--- src/rtl/sdram_init_pkg.sv ---
// Package: shared types and helpers for the SDRAM power-up sequencer.
// Assumes command pins are ordered {cs_n, ras_n, cas_n, we_n}.
package sdram_init_pkg;

    typedef enum logic [3:0] {
        ST_IDLE,    // waiting for clk_stable, COMMAND INHIBIT on bus
        ST_WAIT,    // power-up NOP interval
        ST_PRE,     // precharge all banks
        ST_TRP,     // NOP gap after precharge
        ST_REF,     // one auto refresh
        ST_TRFC,    // NOP gap after a refresh
        ST_MRS,     // mode register load
        ST_TMRD,    // NOP gap after mode load
        ST_DONE     // ready, NOP forever
    } init_state_t;

    localparam logic [3:0] CMD_INHIBIT = 4'b1111;
    localparam logic [3:0] CMD_NOP     = 4'b0111;
    localparam logic [3:0] CMD_PRE     = 4'b0010;
    localparam logic [3:0] CMD_REF     = 4'b0001;
    localparam logic [3:0] CMD_MRS     = 4'b0000;

    // Builds the 13-bit mode word from burst length, ordering and CAS latency.
    function automatic logic [12:0] mode_word(input int bl, input bit interleave, input int cl);
        logic [2:0] bl_code;
        case (bl)
            1:       bl_code = 3'b000;
            2:       bl_code = 3'b001;
            4:       bl_code = 3'b010;
            8:       bl_code = 3'b011;
            default: bl_code = 3'b111;
        endcase
        return {6'b0, cl[2:0], interleave, bl_code};
    endfunction

endpackage

--- src/rtl/sdram_init_timer.sv ---
// Module: down-counter that times the NOP intervals of the sequencer.
// Assumes: load has priority; the count sticks at zero until reloaded.
module sdram_init_timer #(
    parameter int WIDTH = 16
) (
    input  logic             clk,
    input  logic             rst_n,
    input  logic             load,
    input  logic [WIDTH-1:0] load_val,
    output logic             zero
);

    logic [WIDTH-1:0] cnt;

    // Load a new interval or count down toward zero.
    always_ff @(posedge clk) begin
        if (!rst_n)
            cnt <= '0;
        else if (load)
            cnt <= load_val;
        else if (cnt != '0)
            cnt <= cnt - 1'b1;
    end

    // Expose interval expiry.
    assign zero = (cnt == '0);

    // an expired timer stays expired unless reloaded (no wrap-around).
    a_r2_timer_no_wrap: assert property (@(posedge clk) disable iff (!rst_n)
        (!load && zero) |=> zero);

endmodule

--- src/rtl/sdram_init_cmd_enc.sv ---
// Module: maps the sequencer state to SDRAM command, bank and address pins.
// Assumes: purely combinational; bank select is always zero during init.
module sdram_init_cmd_enc
    import sdram_init_pkg::*;
#(
    parameter logic [12:0] MODE_VAL = 13'h0
) (
    input  init_state_t state,
    output logic [3:0]  cmd,
    output logic [1:0]  ba,
    output logic [12:0] addr
);

    // Decode state into the pin pattern for this cycle.
    always_comb begin
        cmd  = CMD_NOP;
        ba   = 2'b00;
        addr = '0;
        unique case (state)
            ST_IDLE: cmd = CMD_INHIBIT;
            ST_PRE: begin
                cmd      = CMD_PRE;
                addr[10] = 1'b1;
            end
            ST_REF:  cmd = CMD_REF;
            ST_MRS: begin
                cmd  = CMD_MRS;
                addr = MODE_VAL;
            end
            default: cmd = CMD_NOP;
        endcase
    end

endmodule

--- src/rtl/sdram_init_seq.sv ---
// Module: SDRAM power-up sequencer top. Waits, precharges all banks,
// refreshes N times, loads the mode register, then flags ready.
// Assumes: gaps are command-to-command distances in cycles (clamped to >= 2);
// the refresh count is clamped to at least eight.
module sdram_init_seq
    import sdram_init_pkg::*;
#(
    parameter int PWRUP_CYCLES     = 28600,
    parameter int TRP_CYCLES       = 3,
    parameter int TRFC_CYCLES      = 10,
    parameter int TMRD_CYCLES      = 2,
    parameter int REFRESH_COUNT    = 8,
    parameter int BURST_LEN        = 4,
    parameter bit BURST_INTERLEAVE = 1'b0,
    parameter int CAS_LATENCY      = 3
) (
    input  logic        clk,
    input  logic        rst_n,
    input  logic        clk_stable,
    output logic        cs_n,
    output logic        ras_n,
    output logic        cas_n,
    output logic        we_n,
    output logic        cke,
    output logic        dqm,
    output logic [1:0]  ba,
    output logic [12:0] addr,
    output logic        init_done
);

    localparam int PWRUP_EFF = (PWRUP_CYCLES < 1) ? 1 : PWRUP_CYCLES;
    localparam int TRP_EFF   = (TRP_CYCLES   < 2) ? 2 : TRP_CYCLES;
    localparam int TRFC_EFF  = (TRFC_CYCLES  < 2) ? 2 : TRFC_CYCLES;
    localparam int TMRD_EFF  = (TMRD_CYCLES  < 2) ? 2 : TMRD_CYCLES;
    localparam int NREF      = (REFRESH_COUNT < 8) ? 8 : REFRESH_COUNT;
    localparam int MAX_A     = (PWRUP_EFF > TRP_EFF) ? PWRUP_EFF : TRP_EFF;
    localparam int MAX_B     = (TRFC_EFF > TMRD_EFF) ? TRFC_EFF : TMRD_EFF;
    localparam int MAX_LOAD  = (MAX_A > MAX_B) ? MAX_A : MAX_B;
    localparam int CW        = $clog2(MAX_LOAD + 1);
    localparam int RW        = $clog2(NREF + 1);
    localparam logic [12:0] MODE_VAL = mode_word(BURST_LEN, BURST_INTERLEAVE, CAS_LATENCY);

    init_state_t   state, state_nx;
    logic [RW-1:0] ref_cnt;
    logic          t_load;
    logic [CW-1:0] t_val;
    logic          t_zero;
    logic [3:0]    cmd;

    sdram_init_timer #(.WIDTH(CW)) timer_i (
        .clk      (clk),
        .rst_n    (rst_n),
        .load     (t_load),
        .load_val (t_val),
        .zero     (t_zero)
    );

    sdram_init_cmd_enc #(.MODE_VAL(MODE_VAL)) enc_i (
        .state (state),
        .cmd   (cmd),
        .ba    (ba),
        .addr  (addr)
    );

    // Choose the next step and the interval the timer must run for it.
    always_comb begin
        state_nx = state;
        t_load   = 1'b0;
        t_val    = '0;
        unique case (state)
            ST_IDLE: if (clk_stable) begin
                state_nx = ST_WAIT;
                t_load   = 1'b1;
                t_val    = CW'(PWRUP_EFF - 1);
            end
            ST_WAIT: if (t_zero) state_nx = ST_PRE;
            ST_PRE: begin
                state_nx = ST_TRP;
                t_load   = 1'b1;
                t_val    = CW'(TRP_EFF - 2);
            end
            ST_TRP:  if (t_zero) state_nx = ST_REF;
            ST_REF: begin
                state_nx = ST_TRFC;
                t_load   = 1'b1;
                t_val    = CW'(TRFC_EFF - 2);
            end
            ST_TRFC: if (t_zero) state_nx = (ref_cnt == RW'(NREF)) ? ST_MRS : ST_REF;
            ST_MRS: begin
                state_nx = ST_TMRD;
                t_load   = 1'b1;
                t_val    = CW'(TMRD_EFF - 2);
            end
            ST_TMRD: if (t_zero) state_nx = ST_DONE;
            default: state_nx = ST_DONE;
        endcase
    end

    // Advance the sequence; reset returns to the inhibit state.
    always_ff @(posedge clk) begin
        if (!rst_n) state <= ST_IDLE;
        else        state <= state_nx;
    end

    // Count issued refreshes.
    always_ff @(posedge clk) begin
        if (!rst_n)              ref_cnt <= '0;
        else if (state == ST_REF) ref_cnt <= ref_cnt + 1'b1;
    end

    // Drive the pins.
    assign {cs_n, ras_n, cas_n, we_n} = cmd;
    assign cke       = 1'b1;
    assign dqm       = 1'b1;
    assign init_done = (state == ST_DONE);

    // nothing but NOP or INHIBIT before the power-up wait ends.
    a_r2_only_nop_in_wait: assert property (@(posedge clk) disable iff (!rst_n)
        (state == ST_IDLE || state == ST_WAIT) |-> (cmd == CMD_NOP || cmd == CMD_INHIBIT));

    // precharge always targets all banks.
    a_r3_pre_all_banks: assert property (@(posedge clk) disable iff (!rst_n)
        (cmd == CMD_PRE) |-> (addr[10] && ba == 2'b00));

    // refresh count never exceeds the target.
    a_r5_ref_bound: assert property (@(posedge clk) disable iff (!rst_n)
        (cmd == CMD_REF) |-> (ref_cnt < RW'(NREF)));

    // a refresh is always followed by a NOP gap.
    a_r5_ref_gap: assert property (@(posedge clk) disable iff (!rst_n)
        (cmd == CMD_REF) |=> (cmd == CMD_NOP));

    // mode load only after every refresh.
    a_r6_mrs_after_refs: assert property (@(posedge clk) disable iff (!rst_n)
        (cmd == CMD_MRS) |-> (ref_cnt == RW'(NREF) && ba == 2'b00));

    // ready is sticky and the bus idles on NOP.
    a_r8_done_sticky: assert property (@(posedge clk) disable iff (!rst_n)
        init_done |=> init_done);
    a_r8_done_nop: assert property (@(posedge clk) disable iff (!rst_n)
        init_done |-> (cmd == CMD_NOP));

endmodule

--- config.mk ---
export PLATFORM = sky130hd
export DESIGN_NAME = sdram_init_seq
export DESIGN_NICKNAME = d
export VERILOG_FILES = /design/src/rtl/sdram_init_pkg.sv /design/src/rtl/sdram_init_timer.sv /design/src/rtl/sdram_init_cmd_enc.sv /design/src/rtl/sdram_init_seq.sv
export SDC_FILE = /design/constraint.sdc
export NUM_CORES = 1
export LEC_CHECK = 0
export ABC_AREA = 1
export BUFFER_PORTS_ARGS = -buffer_cell sky130_fd_sc_hd__buf_2
export CORE_MARGIN = 3
export CORE_UTILIZATION = 56
export CTS_CLUSTER_SIZE = 25
export DETAILED_ROUTE_END_ITERATION = 10
export PLACE_DENSITY = 0.79
export SLEW_MARGIN = 20
export SYNTH_ARGS = -nofsm -noshare
export SYNTH_HDL_FRONTEND = slang
export SYNTH_HIERARCHICAL = 1
export SYNTH_SLANG_ARGS = --single-unit
export TNS_END_PERCENT = 20
--- constraint.sdc ---
create_clock -name clk -period 2.81 [get_ports clk]
set_input_delay 0.1405 -clock clk [delete_from_list [all_inputs] [get_ports clk]]
set_output_delay 0.1405 -clock clk [all_outputs]
set_load 0.1 [all_outputs]
==> impl_summary.txt, run 1 <==
----------------------------------------------------
[Critical path]
  Worst Path Arrival ... about 2.5 ns
  Family with the most delay on the worst path ... simple AND/OR/NAND/NOR gates
  Critical path's slowest cell ... dfxtp_1
  Cell depth of the worst setup path ... 16
  Worst flop-to-flop path endpoint ... timer_i/cnt[0]$_SDFFE_PN0P_
  Capturing element type of the critical path ... flip-flop
  Class of the most critical setup path ... flip-flop to flip-flop
  Cell occurring most often along the worst timing path ... inv_1
  CP Data Required Time ... 3.02 ns
  Buffer and inverter count on the worst path ... 6
  Critical path startpoint category ... flip-flop
  Count of cells along the worst register-to-register path ... 16
  Largest driver fanout on the critical path ... 9
  Cell Chain, Critical Path ... inv_1 -> ha_1 -> nand2_2 -> nor2_8 -> nand3_2 -> inv_1 -> inv_1 -> nand3_1 -> nand2_2 -> inv_2 -> nand2_2 -> inv_1 -> inv_1 -> nand4_2 -> nor2_1 -> nor3_2
  Worst setup slack for register-to-register paths ... ~0.56 ns
  R2R Path Start ... timer_i/cnt[0]$_SDFFE_PN0P_
  Delay of the slowest critical-path stage ... between 0.3 and 0.4 ns

[Synthesis]
  Number of warning messages in the yosys log ... 6
  Syn_area_per_cell ... around 6.5 um^2
  Yosys reg bits ... 23
  Number of standard cells after synthesis ... between 200 and 300
  Post-synth EDFFs ... 0
  Total standard cell area after synthesis ... ~0.0017 mm^2
  Top flip-flop cell by instance count after synthesis ... dfxtp_1
  Sequential element share of the synthesized area ... 27.8%
  Share of async-settable or async-resettable flops after synthesis ... 0%
  Yosys cell types ... 33

[Hold path]
  Launch instance of the worst min-delay path ... rst_n
  Tightest Hold Check Type ... input port to flip-flop
  Min-Delay Path Depth ... 3
  Endpoint, Worst Hold ... ref_cnt[3]$_SDFFE_PN0N_

[Global routing]
  Total gr overflow ... 0
  Overall global routing resource usage ... 19.1%
  Number of antenna violations at the first check in global routing ... 0
  Wire length of the first global-routing pass ... 5330 um
  Pin count of the biggest net entering global routing ... 13
  Vias in the first global route ... 1,294

[Floorplan]
  Starting density of the core ... between 50% and 60%
  Vert. Die Dim ... between 60 and 70 um
  Full die area ... 0.00365 mm^2
  Number of rows created at floorplan ... 19
  Die span in x ... 60.4 um
  Number of primary I/O pins ... 25
  Core Region ... 0.00278 mm^2

[Clocking]
  CTS tree ... built
  CTS clock-pin slew for the worst setup and hold paths ... 0.12 ns
  Post-CTS setup buffer count ... 0
  Post-cts hold buffer count ... 0
  H-Tree Depth ... 1
  Clock tree buffer depth ... 2
  Number of buffers created by CTS ... 3
  Root buf cell ... clkbuf_4
  Gates resized, CTS repair ... 0
  Clock network latency to the later pin of the worst-skew pair ... between 0.3 and 0.4 ns
  Clock Sinks ... 23

[Route]
  Vias after detailed routing ... 1,421
  Number of design-rule violations left by the first detailed-router iteration ... 55
  Detailed-route vias per instance ... 4.78
  Number of nets with antenna violations after detailed routing ... 0
  Avg WL per Cell ... 9.94 um
  Routed WL ... 2950 um
  Residual DRC count ... 0
  Drt pass-1 iters ... 4

[Pwr]
  Maximum vdd ir drop ... around 1.1 mV
  Int Power ... between 0.0009 and 0.001 W
  Portion of total power attributed to sequential cells ... around 25%
  Switching share of power ... 57.6%
  Net switching power of the design ... roughly 0.0013 W
  Leak pwr ... 0.842 nW
  P per Cell Area ... 1320 mW/mm^2
  Combinational Power Share ... 68.2%
  Clock share of power ... approximately 6.7%

[Finish]
  Net count reported at finish ... between 200 and 300
  Layout cell share with drive strength beyond 1 ... 19.9%
  Area growth from synthesis to final layout ... 3.63%
  Number of antenna repair diodes ... 0

[STA]
  Sum of negative setup slack ... 0 ns
  Min Clock Period, post-route ... 2.25 ns
  Worst-case hold slack ... 0.140 ns
  Final setup skew ... 0.00234 ns
  Final number of setup-violating endpoints ... 0
  Final clock period utilization by the worst path ... 80.2%
  Max-slew violation count ... 0
  Fmax ... roughly 0.44 GHz
  Unrepaired setup endpoints after global routing ... no
  Final hold vios ... 0

[Placed design]
  DPL Wire Length ... around 2300 um
  # port buffers ... 11
  Placer congestion estimate ... 0.870

[Outcome]
  Status ... finished, final reports clean

[Flow run]
  Max-cap violations ... 0

----------------------------------------------------
[worst reg2reg max path, cell delays in order (launching register included)]
cell and delay, ns:
dfxtp_1 0.39, inv_1 0.09, ha_1 0.25, nand2_2 0.15, nor2_8 0.07, nand3_2 0.07
inv_1 0.04, inv_1 0.08, nand3_1 0.13, nand2_2 0.13, inv_2 0.04, nand2_2 0.05
inv_1 0.05, inv_1 0.20, nand4_2 0.20, nor2_1 0.16, nor3_2 0.06
[flip-flops by register name, summed over array words and instances (netlist names)]
register     count
ref_cnt          4
timer_i/cnt     15
state            4
[placed cells by master (no fill, tap or decap), drive strengths merged]
master | netlist | routed
nor2 | 41 | 41
buf | 15 | 13
nand3b | 2 | 2
a21oi | 20 | 20
o21ai | 8 | 8
xnor2 | 3 | 3
dfxtp | 23 | 23
nor3 | 5 | 5
nand2 | 76 | 76
conb | 3 | 15
a211oi | 1 | 1
ha | 3 | 3
nand3 | 12 | 12
or2 | 1 | 1
clkbuf | 2 | 4
xor2 | 3 | 3
clkinv | 2 | 2
nand4 | 2 | 2
inv | 32 | 32
[how the worst max path moves through the flow]
stage                                            from                          end  slack, ns
after floorplan                 state[0]$_SDFFE_PN0P_                    init_done       0.01
after global placement    timer_i/cnt[0]$_SDFFE_PN0P_  timer_i/cnt[0]$_SDFFE_PN0P_       0.64
after detailed placement  timer_i/cnt[0]$_SDFFE_PN0P_  timer_i/cnt[0]$_SDFFE_PN0P_       0.58
after CTS                 timer_i/cnt[0]$_SDFFE_PN0P_  timer_i/cnt[0]$_SDFFE_PN0P_       0.57
after global routing      timer_i/cnt[0]$_SDFFE_PN0P_  timer_i/cnt[0]$_SDFFE_PN0P_       0.25
final                     timer_i/cnt[0]$_SDFFE_PN0P_  timer_i/cnt[0]$_SDFFE_PN0P_       0.56
[per-stage QoR]
step | cells | util (%) | cell area, um^2 | worst slack (ns) | power, W
floorplan | 266 | - | 1700 | 0.0143 | 0.00189
global placement | 293 | 60.8 | 1690 | 0.640 | 0.00212
detailed placement | 293 | 60.8 | 1690 | 0.584 | 0.00212
CTS | 297 | 61.7 | 1720 | 0.568 | 0.00229
global route | 297 | 61.7 | 1720 | 0.254 | 0.00251
finish | 297 | 61.7 | 1720 | 0.556 | 0.00227
[cell families (layout without fill, tap and decap cells)]
family	count (synthesis)	in the layout	synth area share, %
xor+xnor	6	6	3.17
other cells	3	15	0.680
flops	23	23	27.8
buf+inv	51	51	15.2
simple gates	139	139	40.2
fa+ha+maj	3	3	2.27
compound gates	29	29	10.7
[per-layer routing]
metal | wire length (um) | track usage (%) | share of wire (%)
met5 | 0 | 0 | 0
met4 | 43 | 6.33 | 1.5
met3 | 102 | 4.04 | 3.5
met2 | 1400 | 32.4 | 47
met1 | 1410 | 23.9 | 48
[power groups by stage]
stage	Sequential [W]	Clock [W]	Combinational, W
after global routing	0.000588	0.000179	0.00174
after floorplan	0.000549	0	0.00134
after CTS	0.000568	0.000167	0.00155
after global placement	0.000575	0	0.00154
after detailed placement	0.000576	0	0.00155
final	0.000569	0.000152	0.00155
[cell type report]
class                      count  area (um^2)
sequential                    23          460
clock buffer                   4         26.3
fill                         256         1060
timing repair buffer          13         70.1
tap                           31         38.8
inverter                      34          131
multi-input combinational    192          990
[Yosys cell counts, types with 3 or more instances]
library cell	number	area (um^2)
nor2_1	31	116
nand3_1	9	45.0
xor2_1	3	26.3
dfxtp_1	23	460
o21ai_0	6	30.0
conb_1	3	11.3
inv_2	3	11.3
nor2_4	3	33.8
xnor2_1	3	26.3
a21oi_2	7	61.3
nand3_2	3	30.0
a21oi_1	13	65.1
buf_4	15	113
nand2_1	69	259
nor3_1	3	15.0
ha_1	3	37.5
nor2_2	6	37.5
nand2_2	6	37.5
inv_1	28	105
Power figures use the tool's default switching activity.
==> run 2: changes to the inputs <==
- clock period: 2.81 -> 2.1 ns (I/O delays scaled with it)
==> run 2 against run 1 <==
  * Setup slack worse by 0.37 ns
  * Clock skew increased by 0.013 ns
  * Final area grew 5.5%
  * Die area unchanged
  * Core utilization up 3.4 points
  * Sequential share of layout area fell by 1.3 points
  * Via count rose by 2.8%
  * Global-route usage is 0.46 points lower
  * First-iteration DRC count rose by 11%
  * Hold slack got worse by 0.029 ns
  * Largest cell class unchanged
  * Cell count grew 2.0%
  * Wire length rose by 5.4%
==> impl_summary.txt, run 2 (synthesis gave the netlist of run 1 again) <==
----------------------------------------------------
[Clocking]
  H-Tree Depth ... 1
  Number of buffers created by CTS ... 3
  CTS clock-pin slew for the worst setup and hold paths ... ~0.13 ns
  Root buf cell ... clkbuf_4
  Clock Sinks ... 23
  Clock tree buffer depth ... 2
  Clock network latency to the later pin of the worst-skew pair ... 0.31 ns
  CTS tree ... built

[Finish]
  Net count reported at finish ... 279
  Number of antenna repair diodes ... 0
  Registers with the highest flip-flop counts ... timer_i/cnt: 15 flops, ref_cnt: 4 flops, state: 4 flops
  Layout cell share with drive strength beyond 1 ... about a quarter
  Max reg flops ... 15
  Most frequent standard cell in the layout excluding fill and tap cells ... nand2_1
  Area growth from synthesis to final layout ... 9.37%
  Commonest non-fill, non-tap cells in the layout ... nand2_1 (69), nor2_1 (30), inv_1 (23)
  Largest reg by FF count ... timer_i/cnt

[Route]
  Residual DRC count ... 0
  Routed WL ... 3110 um
  Vias after detailed routing ... 1,461
  Avg WL per Cell ... 10.3 um
  Number of nets with antenna violations after detailed routing ... 0
  Number of design-rule violations left by the first detailed-router iteration ... 61
  Detailed-route vias per instance ... 4.82
  Drt pass-1 iters ... 4

[Critical path]
  Capturing element type of the critical path ... flip-flop
  Critical path startpoint category ... flip-flop
  Delay of the slowest critical-path stage ... 0.35 ns
  Class of the most critical setup path ... flip-flop to flip-flop
  Cell occurring most often along the worst timing path ... inv_2
  Worst Path Arrival ... 2.10 ns
  CP Data Required Time ... 2.29 ns
  Critical path's slowest cell ... dfxtp_2
  Cell Chain, Critical Path ... inv_2 -> ha_4 -> nand2_4 -> nor2_8 -> nand3_2 -> inv_1 -> inv_1 -> nand3_2 -> nand2_2 -> inv_2 -> nand2_2 -> inv_2 -> inv_4 -> or2_2 -> nand3_1 -> nor2_1
  Largest driver fanout on the critical path ... 9

[STA]
  Worst-case hold slack ... ~0.11 ns
  Max-slew violation count ... 0
  Final hold vios ... 0
  Final clock period utilization by the worst path ... 91.2%
  Fmax ... roughly 0.52 GHz
  Sum of negative setup slack ... 0 ns
  Min Clock Period, post-route ... between 1.5 and 2 ns
  Final setup skew ... roughly 0.015 ns
  Final number of setup-violating endpoints ... 0
  Unrepaired setup endpoints after global routing ... no
  Smallest setup slack after layout ... 0.185 ns

[Floorplan]
  Number of primary I/O pins ... 25
  Full die area ... 0.00365 mm^2
  Vert. Die Dim ... 60.4 um
  Starting density of the core ... between 50% and 60%
  Core Region ... roughly 0.0028 mm^2
  Die span in x ... 60.4 um
  Number of rows created at floorplan ... 19

[Global routing]
  Wire length of the first global-routing pass ... 5220 um
  Total gr overflow ... 0
  Number of antenna violations at the first check in global routing ... 0
  Pin count of the biggest net entering global routing ... 13
  Overall global routing resource usage ... 18.6%
  Vias in the first global route ... about 1,300

[Placed design]
  DPL Wire Length ... 2410 um
  Placer congestion estimate ... approximately 0.83
  Pre-CTS WS ... -0.0390 ns
  # port buffers ... 11

[Hold path]
  Tightest Hold Check Type ... input port to flip-flop

[Outcome]
  Status ... finished, final reports clean

[Flow run]
  Max-cap violations ... 0

----------------------------------------------------
run 2: cell types whose count changed in the layout (fill, tap and decap cells not counted), moves of 2 or more:
| cell | previous run | this run |
|---|---|---|
| buf_4 | 2 | 7 |
| inv_1 | 28 | 23 |
| inv_2 | 3 | 7 |
| dfxtp_1 | 23 | 21 |
| dfxtp_2 | 0 | 2 |
run 2: final timing paths:
path	startpoint	end	slack, ns	depth (start not counted)
max	timer_i/cnt[1]$_SDFFE_PN0P_	timer_i/cnt[9]$_SDFFE_PN0P_	0.18	16
min	rst_n	ref_cnt[3]$_SDFFE_PN0N_	0.11	3
max reg2reg	timer_i/cnt[1]$_SDFFE_PN0P_	timer_i/cnt[9]$_SDFFE_PN0P_	0.18	16
min reg2reg	ref_cnt[3]$_SDFFE_PN0N_	ref_cnt[3]$_SDFFE_PN0N_	0.49	1
run 2: metal layers:
layer | wire (um) | global-route usage, %
met5 | 0 | 0
met4 | 25 | 6.01
met3 | 107 | 4.26
met2 | 1550 | 33.0
met1 | 1430 | 22.1
run 2: area by class of cell:
cell class                 count  area (um^2)
multi-input combinational    192         1030
fill                         268          970
sequential                    23          463
inverter                      34          136
timing repair buffer          19          119
tap                           31         38.8
clock buffer                   4         26.3
run 2: worst max-delay path: cells and delay by family, from the launching register on:
family | cells | cell delay, ns
buf+inv | 6 | 0.41
fa+ha+maj | 1 | 0.15
simple gates | 9 | 0.88
flops | 1 | 0.35
run 2: metrics by stage:
step	util, %	area (um^2)	instances
detailed placement	62.0	1730	297
global route	65.1	1810	303
global placement	62.0	1730	297
CTS	63.2	1760	301
finish	65.1	1810	303
floorplan	-	1710	266
run 2: what timing repair did:
item                       CTS  global route
buffers inserted             0             2
pin swaps                    0             0
hold buffers                 0             0
setup endpoints to repair   14            15
gates resized for setup      3            13
Power of run 2 is not shown: default switching activity piles up to over one toggle a cycle in this logic, so the estimate is an artifact.
